==> src/rtl/blk_dma_pkg.sv <==
package blk_dma_pkg;

  localparam logic [31:0] CMD_TO_PORT   = 32'h0100_0201;
  localparam logic [31:0] CMD_FROM_PORT = 32'h0100_0200;
  localparam int          BUSY_POS      = 24;

  localparam logic [1:0] SEL_ADDR = 2'd0;
  localparam logic [1:0] SEL_BLK  = 2'd1;
  localparam logic [1:0] SEL_CTRL = 2'd2;

  typedef enum logic [2:0] {
    ST_IDLE,
    ST_MEM_RD,
    ST_PORT_TX,
    ST_PORT_RX,
    ST_MEM_WR,
    ST_FINISH
  } chanState_t;

  typedef struct packed {
    logic wrAddr;
    logic wrBlk;
    logic wrCtrl;
    logic dropBusy;
    logic loadCount;
    logic capMem;
    logic capPort;
    logic stepBeat;
    logic finishWord;
  } dpStrobe_t;

endpackage

==> src/rtl/blk_dma_ctrl.sv <==
module blk_dma_ctrl
  import blk_dma_pkg::*;
(
  input  logic        clk,
  input  logic        rstN,
  input  logic        regWrEn,
  input  logic [1:0]  regSel,
  input  logic [31:0] regWrData,
  input  logic        blkZero,
  input  logic        lastWord,
  input  logic        lastBeat,
  input  logic        memAck,
  input  logic        txReady,
  input  logic        rxValid,
  output dpStrobe_t   strobe,
  output logic        memReq,
  output logic        memWe,
  output logic        txValid,
  output logic        rxReady,
  output logic        busy,
  output logic        irq
);

  chanState_t state, nextState;
  logic irqSet;
  logic cmdHit;

  assign cmdHit = (regWrData == CMD_TO_PORT) || (regWrData == CMD_FROM_PORT);

  always_comb begin
    strobe    = '0;
    nextState = state;
    memReq    = 1'b0;
    memWe     = 1'b0;
    txValid   = 1'b0;
    rxReady   = 1'b0;
    irqSet    = 1'b0;
    case (state)
      ST_IDLE: begin
        if (regWrEn) begin
          case (regSel)
            SEL_ADDR: strobe.wrAddr = 1'b1;
            SEL_BLK:  strobe.wrBlk  = 1'b1;
            SEL_CTRL: begin
              strobe.wrCtrl = 1'b1;
              if (regWrData == CMD_TO_PORT) begin
                strobe.loadCount = 1'b1;
                nextState = blkZero ? ST_FINISH : ST_MEM_RD;
              end else if (regWrData == CMD_FROM_PORT) begin
                strobe.loadCount = 1'b1;
                nextState = blkZero ? ST_FINISH : ST_PORT_RX;
              end else begin
                strobe.dropBusy = 1'b1;
                irqSet = 1'b1;
              end
            end
            default: ;
          endcase
        end
      end
      ST_MEM_RD: begin
        memReq = 1'b1;
        if (memAck) begin
          strobe.capMem = 1'b1;
          nextState = ST_PORT_TX;
        end
      end
      ST_PORT_TX: begin
        txValid = 1'b1;
        if (txReady) begin
          strobe.stepBeat = 1'b1;
          if (lastBeat) begin
            strobe.finishWord = 1'b1;
            nextState = lastWord ? ST_FINISH : ST_MEM_RD;
          end
        end
      end
      ST_PORT_RX: begin
        rxReady = 1'b1;
        if (rxValid) begin
          strobe.capPort  = 1'b1;
          strobe.stepBeat = 1'b1;
          if (lastBeat) nextState = ST_MEM_WR;
        end
      end
      ST_MEM_WR: begin
        memReq = 1'b1;
        memWe  = 1'b1;
        if (memAck) begin
          strobe.finishWord = 1'b1;
          nextState = lastWord ? ST_FINISH : ST_PORT_RX;
        end
      end
      ST_FINISH: begin
        strobe.dropBusy = 1'b1;
        irqSet = 1'b1;
        nextState = ST_IDLE;
      end
      default: nextState = ST_IDLE;
    endcase
  end

  always_ff @(posedge clk) begin
    if (!rstN) begin
      state <= ST_IDLE;
      irq   <= 1'b0;
    end else begin
      state <= nextState;
      irq   <= irqSet;
    end
  end

  assign busy = (state != ST_IDLE);


  tx_hold_chk: assert property (@(posedge clk) disable iff (!rstN)
    txValid && !txReady |=> txValid);


  mem_hold_chk: assert property (@(posedge clk) disable iff (!rstN)
    memReq && !memAck |=> memReq && $stable(memWe));


  zero_len_chk: assert property (@(posedge clk) disable iff (!rstN)
    !busy && regWrEn && regSel == SEL_CTRL && cmdHit && blkZero |=> ##1 irq);

endmodule

==> src/rtl/blk_dma_dpath.sv <==
module blk_dma_dpath
  import blk_dma_pkg::*;
#(
  parameter int ADDR_W    = 24,
  parameter bit HALF_PORT = 1'b1,
  localparam int PORT_W   = HALF_PORT ? 16 : 32
) (
  input  logic              clk,
  input  logic              rstN,
  input  dpStrobe_t         strobe,
  input  logic [1:0]        regSel,
  input  logic [31:0]       regWrData,
  output logic [31:0]       regRdData,
  input  logic [31:0]       memRData,
  input  logic [PORT_W-1:0] rxData,
  output logic [ADDR_W-1:0] memAddr,
  output logic [31:0]       memWData,
  output logic [PORT_W-1:0] txData,
  output logic              blkZero,
  output logic              lastWord,
  output logic              lastBeat,
  output logic              busyBit
);

  localparam logic [31:0] BUSY_MASK = 32'(1) << BUSY_POS;

  logic [ADDR_W-1:0] addrReg;
  logic [31:0]       blkReg;
  logic [31:0]       ctrlReg;
  logic [31:0]       wordsLeft;
  logic [31:0]       dataBuf;
  logic              beatSel;
  logic [31:0]       portMerged;

  generate
    if (HALF_PORT) begin : g_half
      assign portMerged = beatSel ? {rxData, dataBuf[15:0]} : {dataBuf[31:16], rxData};
      assign txData     = beatSel ? dataBuf[31:16] : dataBuf[15:0];
      assign lastBeat   = beatSel;
    end else begin : g_full
      assign portMerged = rxData;
      assign txData     = dataBuf;
      assign lastBeat   = 1'b1;
    end
  endgenerate

  always_ff @(posedge clk) begin
    if (!rstN) begin
      addrReg   <= '0;
      blkReg    <= '0;
      ctrlReg   <= '0;
      wordsLeft <= '0;
      dataBuf   <= '0;
      beatSel   <= 1'b0;
    end else begin
      if (strobe.wrAddr)          addrReg <= regWrData[ADDR_W-1:0];
      else if (strobe.finishWord) addrReg <= addrReg + ADDR_W'(4);

      if (strobe.wrBlk) blkReg <= regWrData;

      if (strobe.wrCtrl)
        ctrlReg <= strobe.dropBusy ? (regWrData & ~BUSY_MASK) : regWrData;
      else if (strobe.dropBusy)
        ctrlReg <= ctrlReg & ~BUSY_MASK;

      if (strobe.loadCount)
        wordsLeft <= 32'(blkReg[31:16]) * 32'(blkReg[15:0]);
      else if (strobe.finishWord)
        wordsLeft <= wordsLeft - 32'd1;

      if (strobe.capMem)       dataBuf <= memRData;
      else if (strobe.capPort) dataBuf <= portMerged;

      if (strobe.finishWord)    beatSel <= 1'b0;
      else if (strobe.stepBeat) beatSel <= ~beatSel;
    end
  end

  always_comb begin
    case (regSel)
      SEL_ADDR: regRdData = 32'(addrReg);
      SEL_BLK:  regRdData = blkReg;
      SEL_CTRL: regRdData = ctrlReg;
      default:  regRdData = '0;
    endcase
  end

  assign memAddr  = addrReg;
  assign memWData = dataBuf;
  assign blkZero  = (blkReg[31:16] == 16'd0) || (blkReg[15:0] == 16'd0);
  assign lastWord = (wordsLeft == 32'd1);
  assign busyBit  = ctrlReg[BUSY_POS];

endmodule

==> src/rtl/blk_dma_chan.sv <==
module blk_dma_chan
  import blk_dma_pkg::*;
#(
  parameter int ADDR_W    = 24,
  parameter bit HALF_PORT = 1'b1,
  localparam int PORT_W   = HALF_PORT ? 16 : 32
) (
  input  logic              clk,
  input  logic              rstN,
  input  logic              regWrEn,
  input  logic [1:0]        regSel,
  input  logic [31:0]       regWrData,
  output logic [31:0]       regRdData,
  output logic              memReq,
  output logic              memWe,
  output logic [ADDR_W-1:0] memAddr,
  output logic [31:0]       memWData,
  input  logic [31:0]       memRData,
  input  logic              memAck,
  output logic              txValid,
  output logic [PORT_W-1:0] txData,
  input  logic              txReady,
  input  logic              rxValid,
  input  logic [PORT_W-1:0] rxData,
  output logic              rxReady,
  output logic              dmaIrq
);

  dpStrobe_t strobe;
  logic blkZero, lastWord, lastBeat, busy, busyBit;

  blk_dma_ctrl ctrl_i (
    .clk(clk), .rstN(rstN),
    .regWrEn(regWrEn), .regSel(regSel), .regWrData(regWrData),
    .blkZero(blkZero), .lastWord(lastWord), .lastBeat(lastBeat),
    .memAck(memAck), .txReady(txReady), .rxValid(rxValid),
    .strobe(strobe), .memReq(memReq), .memWe(memWe),
    .txValid(txValid), .rxReady(rxReady), .busy(busy), .irq(dmaIrq)
  );

  blk_dma_dpath #(.ADDR_W(ADDR_W), .HALF_PORT(HALF_PORT)) dpath_i (
    .clk(clk), .rstN(rstN), .strobe(strobe),
    .regSel(regSel), .regWrData(regWrData), .regRdData(regRdData),
    .memRData(memRData), .rxData(rxData),
    .memAddr(memAddr), .memWData(memWData), .txData(txData),
    .blkZero(blkZero), .lastWord(lastWord), .lastBeat(lastBeat),
    .busyBit(busyBit)
  );


  busy_flag_chk: assert property (@(posedge clk) disable iff (!rstN)
    busy |-> busyBit);


  irq_clear_chk: assert property (@(posedge clk) disable iff (!rstN)
    dmaIrq |-> !busyBit);


  tx_data_hold_chk: assert property (@(posedge clk) disable iff (!rstN)
    txValid && !txReady |=> $stable(txData));

endmodule

==> config.mk <==
export PLATFORM = sky130hd
export DESIGN_NAME = blk_dma_chan
export DESIGN_NICKNAME = d
export VERILOG_FILES = /design/src/rtl/blk_dma_pkg.sv /design/src/rtl/blk_dma_ctrl.sv /design/src/rtl/blk_dma_dpath.sv /design/src/rtl/blk_dma_chan.sv
export SDC_FILE = /design/constraint.sdc
export NUM_CORES = 1
export LEC_CHECK = 0
export BUFFER_PORTS_ARGS = -buffer_cell sky130_fd_sc_hd__clkbuf_2
export CAP_MARGIN = 5
export CORE_MARGIN = 5
export CORE_UTILIZATION = 62
export DETAILED_ROUTE_END_ITERATION = 8
export PLACE_DENSITY_LB_ADDON = 0.25
export SLEW_MARGIN = 5
export SYNTH_ARGS = -nofsm -noshare
export SYNTH_HDL_FRONTEND = slang
export SYNTH_HIERARCHICAL = 1
export SYNTH_SLANG_ARGS = --single-unit
==> constraint.sdc <==
create_clock -name clk -period 16 [get_ports clk]
set_input_delay 3.2 -clock clk [delete_from_list [all_inputs] [get_ports clk]]
set_output_delay 3.2 -clock clk [all_outputs]
set_load 0.02 [all_outputs]
=== Word level (Yosys, flattened, before mapping) ===
Cells that the tools add are included.

* Equality and inequality tests: 20
* $mul: 1
* Bitwise logic cells: 2
* Muxes and demuxes: 53
* Reductions and logical operators: 15
* Add/sub/neg operators: 2

{| class="wikitable"
|+ Operators by type and width
! cell !! number
|-
| $mux 32 || 6
|-
| $pmux 32 s3 || 1
|-
| $eq 32x25->1 const B || 2
|-
| $mux 25 || 2
|-
| $mux 24 || 2
|-
| $mux 3 || 16
|-
| $eq 32x1->1 const B || 1
|-
| $logic_not 16->1 || 2
|-
| $mul 16x16->32 || 1
|-
| $sub 32x1->32 const B || 1
|-
| $add 24x3->24 const B || 1
|-
| $mux 1 || 17
|-
| $mux 16 || 1
|-
| $pmux 3 s5 || 1
|-
| $ne 2x2->1 const B || 7
|-
| $reduce_bool 2->1 || 5
|-
| $reduce_and 9->1 || 1
|-
| $pmux 1 s2 || 4
|-
| $eq 3x2->1 const B || 2
|-
| $eq 3x3->1 const B || 2
|-
| $mux 5 || 1
|-
| $mux 2 || 2
|-
| $ne 2x1->1 const B || 2
|-
| $reduce_and 2->1 || 2
|-
| 9 further kinds || 11
|}

* Bits of input ports: 88
* Output and inout port bits: 109
* Register bits after elaboration: 157

=== Longest topological paths before layout ===
* Word-level depth: 8
* Mapped depth: 23

=== Modules after synthesis ===
The synthesis kept the hierarchy.

{| class="wikitable"
|+ Modules (own cells, without submodules)
! module !! cells each !! sequential area each (µm²) !! instances !! area an instance (µm²)
|-
| blk_dma_dpath || 1872 || 3062.9 || 1 || 16343.2
|-
| blk_dma_ctrl || 77 || 80.1 || 1 || 565.5
|}

=== Worst setup path before layout ===
OpenSTA, ideal clock, no wires.

* Kind: input port to output port
* Start point: in regSel[0]
* End point: out regRdData[0]
* Slack: 8209 ps
* Path buffers: 2
* Data required time: 12800 ps
* Data arrival time: 4591 ps
* Stages on the path: 4
* Path through: clkbuf_1 buf_1 mux2i_1 o21ai_0

* Longest elaborated chain between the ends: 2
* Elaborated cells between the ends (all ways): 4

{| class="wikitable"
|+ Ends and longest elaborated chain
! element !! line !! source
|-
| from (decl) || blk_dma_chan.sv:11 || <nowiki>input logic [1:0] regSel,</nowiki>
|-
| $eq 2x2->1 (tied with other cells) || blk_dma_dpath.sv:80 || <nowiki>case (regSel)</nowiki>
|-
| $pmux 32 s3 * || blk_dma_dpath.sv:80 ||
|-
| to (decl) || blk_dma_chan.sv:13 || <nowiki>output logic [31:0] regRdData,</nowiki>
|}

Every way passes the cells marked *; elsewhere a longest branch is shown, timed or not.

=== Worst setup path in the final report ===
* Start point: in regSel[1]
* End point: out regRdData[11]

Same word-level chain as after synthesis.

==> results.cfg <==
[run_status]
outcome = completed

[min_path]
hold_class = reg -> reg

[place]
dp_hpwl_um = 34400
place.gp.congestion = 0.939
io_buffers = 196
place_inst = 2365

[timing]
period_needed_ns = 8.09
timing.fmax_mhz = 124
slew_violations = 0
hold_viol_final = 0
tightest_slew_ns = 1.27
setup_viol = 0
slew_headroom = 0.148
finClkSkew_ns = 0.0262
layout_worst_path_cycle_share = 0.505
rsz0062_at_grt = no
setup_tns_ns = 0

[logic_synthesis]
synth_edf_count = 0
synth_nets = 2338
syn-instance-count = 1949
yosys_warnings = 6
seq_area_frac_synth = 0.186
synthTopCellsByCount = 266 x nand2_1, 235 x inv_1, 194 x fa_1
synthTopCellsByArea = fa_1 23%, dfxtp_1 19%, ha_1 7.9%, mux2i_1 7.4%, and2_1 6.1%
synth.most_common_cell = nand2_1
avgSynthCellArea_um2 = 8.68
synthDistinctLibCells = 74
synth_top_cell_by_area = fa_1
yosysTopAreaCellShare = 0.230
ys.flop_type = dfxtp_1
ys_ff_latch = 157
syn-cell-area_um2 = 16900
synthArstFlopShare = 0

[drt]
final_antenna_net_count = 0
drt_iter0_drc = 1134
first_pass_iters = 6
routedWlPerCell_um = 19.6
vias = 14169
drcViolationCount = 0
via_per_inst = 5.91
wl_um = 47000

[global_route]
grt_overflow_total = 0
grt_antenna_before_repair = 0
grt_max_degree = 129
grt_first_pass_wirelength_um = 76700
track_usage = 0.308
grt_pass1_vias = 14794

[clocking]
cts_buffers = 17
numClockSinks = 157
ctsResizeCount = 0
htreeDepth = 4
clkTransAtPathRegs_ns = 0.08
cts_tree = yes
hold_buffers = 0
insertion_delay_ns = 0.45
clockBufferDepth = 2
cts_setup_buffers = 0
cts_root_buf = clkbuf_16

[floorplan]
die_x_um = 175
start_util = 0.629
core_area_um2 = 26900
dieArea_um2 = 30700
die_h_um = 175
num_rows = 60
pin_count = 197

[power_and_ir_drop]
netSwitchingPower_uw = 307
p_total_uw = 963
p_int_uw = 656
swShare = 0.318
power_frac_comb = 0.111
power_density_nw_per_um2 = 52.0
ir_drop_mv = 0.0807
p_leak_uw = 0.00901
clkPwrFrac = 0.449
seqPwrFrac = 0.440

[worst_setup_path]
worstSetupPathType = in -> out
cp-start-kind = input port
cp_data_arrival_time_ns = 4.89
worstPathRequired_ns = 12.80
worstSetupEndpointType = output pin
crit_fanout = 32

[run]
max_cap_violations = 0

[cells_and_area]
syn2layout_area_growth_pct = 9.44
stdcell_count = 2397
nets = 2432
antenna_cells = 0
drive_above_1_share = 0.137
==> metal layers <==
metal | GRT usage | routed length, µm | vias to the layer above
met4 | 0.0939 | 1320 | 0
met3 | 0.0565 | 3840 | 112
li1 | - | - | 6481
met5 | 0 | 0 | -
met2 | 0.525 | 22800 | 638
met1 | 0.400 | 19000 | 6938
==> layout by cell type, fill, tap and decap left out, types with 11 or more instances in the layout <==
cell type / count
and3_1: 11
ha_1: 107
xnor2_1: 44
clkbuf_2: 195
nor2b_1: 71
xor2_1: 31
nand4_1: 18
dfxtp_1: 157
fa_1: 194
o21ai_0: 83
nand2_1: 266
inv_1: 235
nand3_1: 17
buf_4: 14
a21o_1: 11
a21oi_1: 44
mux2_2: 17
and2_1: 166
clkbuf_16: 17
nor4_1: 25
nor2_1: 31
nor3_1: 17
o211a_1: 22
mux2i_1: 125
==> cell type report <==
class	count	area, µm²
Fill cell	2143	8370
Clock buffer	17	425
Sequential cell	157	3140
Tap cell	341	427
Timing Repair Buffer	209	1080
Inverter	235	882
Multi-Input combinational cell	1423	12400
Clock inverter	15	189
==> through the flow <==
stage	hold slack [ns]	utilization	setup WS, ns	cell area (µm²)
finish	0.529	0.689	7.91	18500
global route	0.551	0.689	7.78	18500
CTS	0.528	0.688	7.49	18500
detailed placement	0.506	0.666	7.50	17900
global placement	0.504	0.666	7.66	17900
floorplan	0.482	-	8.21	16900
==> logic make-up (layout without fill, tap and decap cells) <==
logic type               count (synthesis)  in the layout  share of synthesized area
multiplexers                           143            143                     0.0860
buffers and inverters                  369            476                     0.0855
XOR/XNOR                                75             75                     0.0388
AO/OA/AOI/OAI                          226            226                     0.0860
flip-flops                             157            157                      0.186
adder cells (fa/ha/maj)                301            301                      0.309
AND/OR/NAND/NOR                        678            678                      0.209
==> worst paths after layout <==
kind	start	to	slack, ns	cells after the start
worst min-delay path	dpath_i/ctrlReg[19]	dpath_i/ctrlReg[19]	0.53	2
worst max register to register	dpath_i/blkReg[26]	dpath_i/wordsLeft[28]	9.46	18
worst min register to register	dpath_i/ctrlReg[19]	dpath_i/ctrlReg[19]	0.53	2
worst max-delay path	regSel[1]	regRdData[11]	7.91	5
==> worst max-delay path, cell delays in order <==
cell and delay (ns):
clkbuf_2 0.46, nor2b_4 0.75, nand2_1 0.12, o21ai_0 0.11, clkbuf_2 0.21
==> power groups by stage <==
stage          Sequential, µW  Combinational, µW  Clock [µW]
5_1_grt                   425                117         451
3_3_place_gp              431                103           0
4_1_cts                   422                106         435
2_1_floorplan             415               72.4           0
6_report                  424                107         432
3_5_place_dp              431                105           0
==> flip-flops by register name, summed over array words and instances (netlist names) <==
register           flops
ctrl_i/irq             1
ctrl_i/state           3
dpath_i/blkReg        32
dpath_i/ctrlReg       32
dpath_i/lastBeat       1
dpath_i/memAddr       24
dpath_i/memWData      32
dpath_i/wordsLeft     32
No activity file was read; power rests on OpenSTA's default activity.
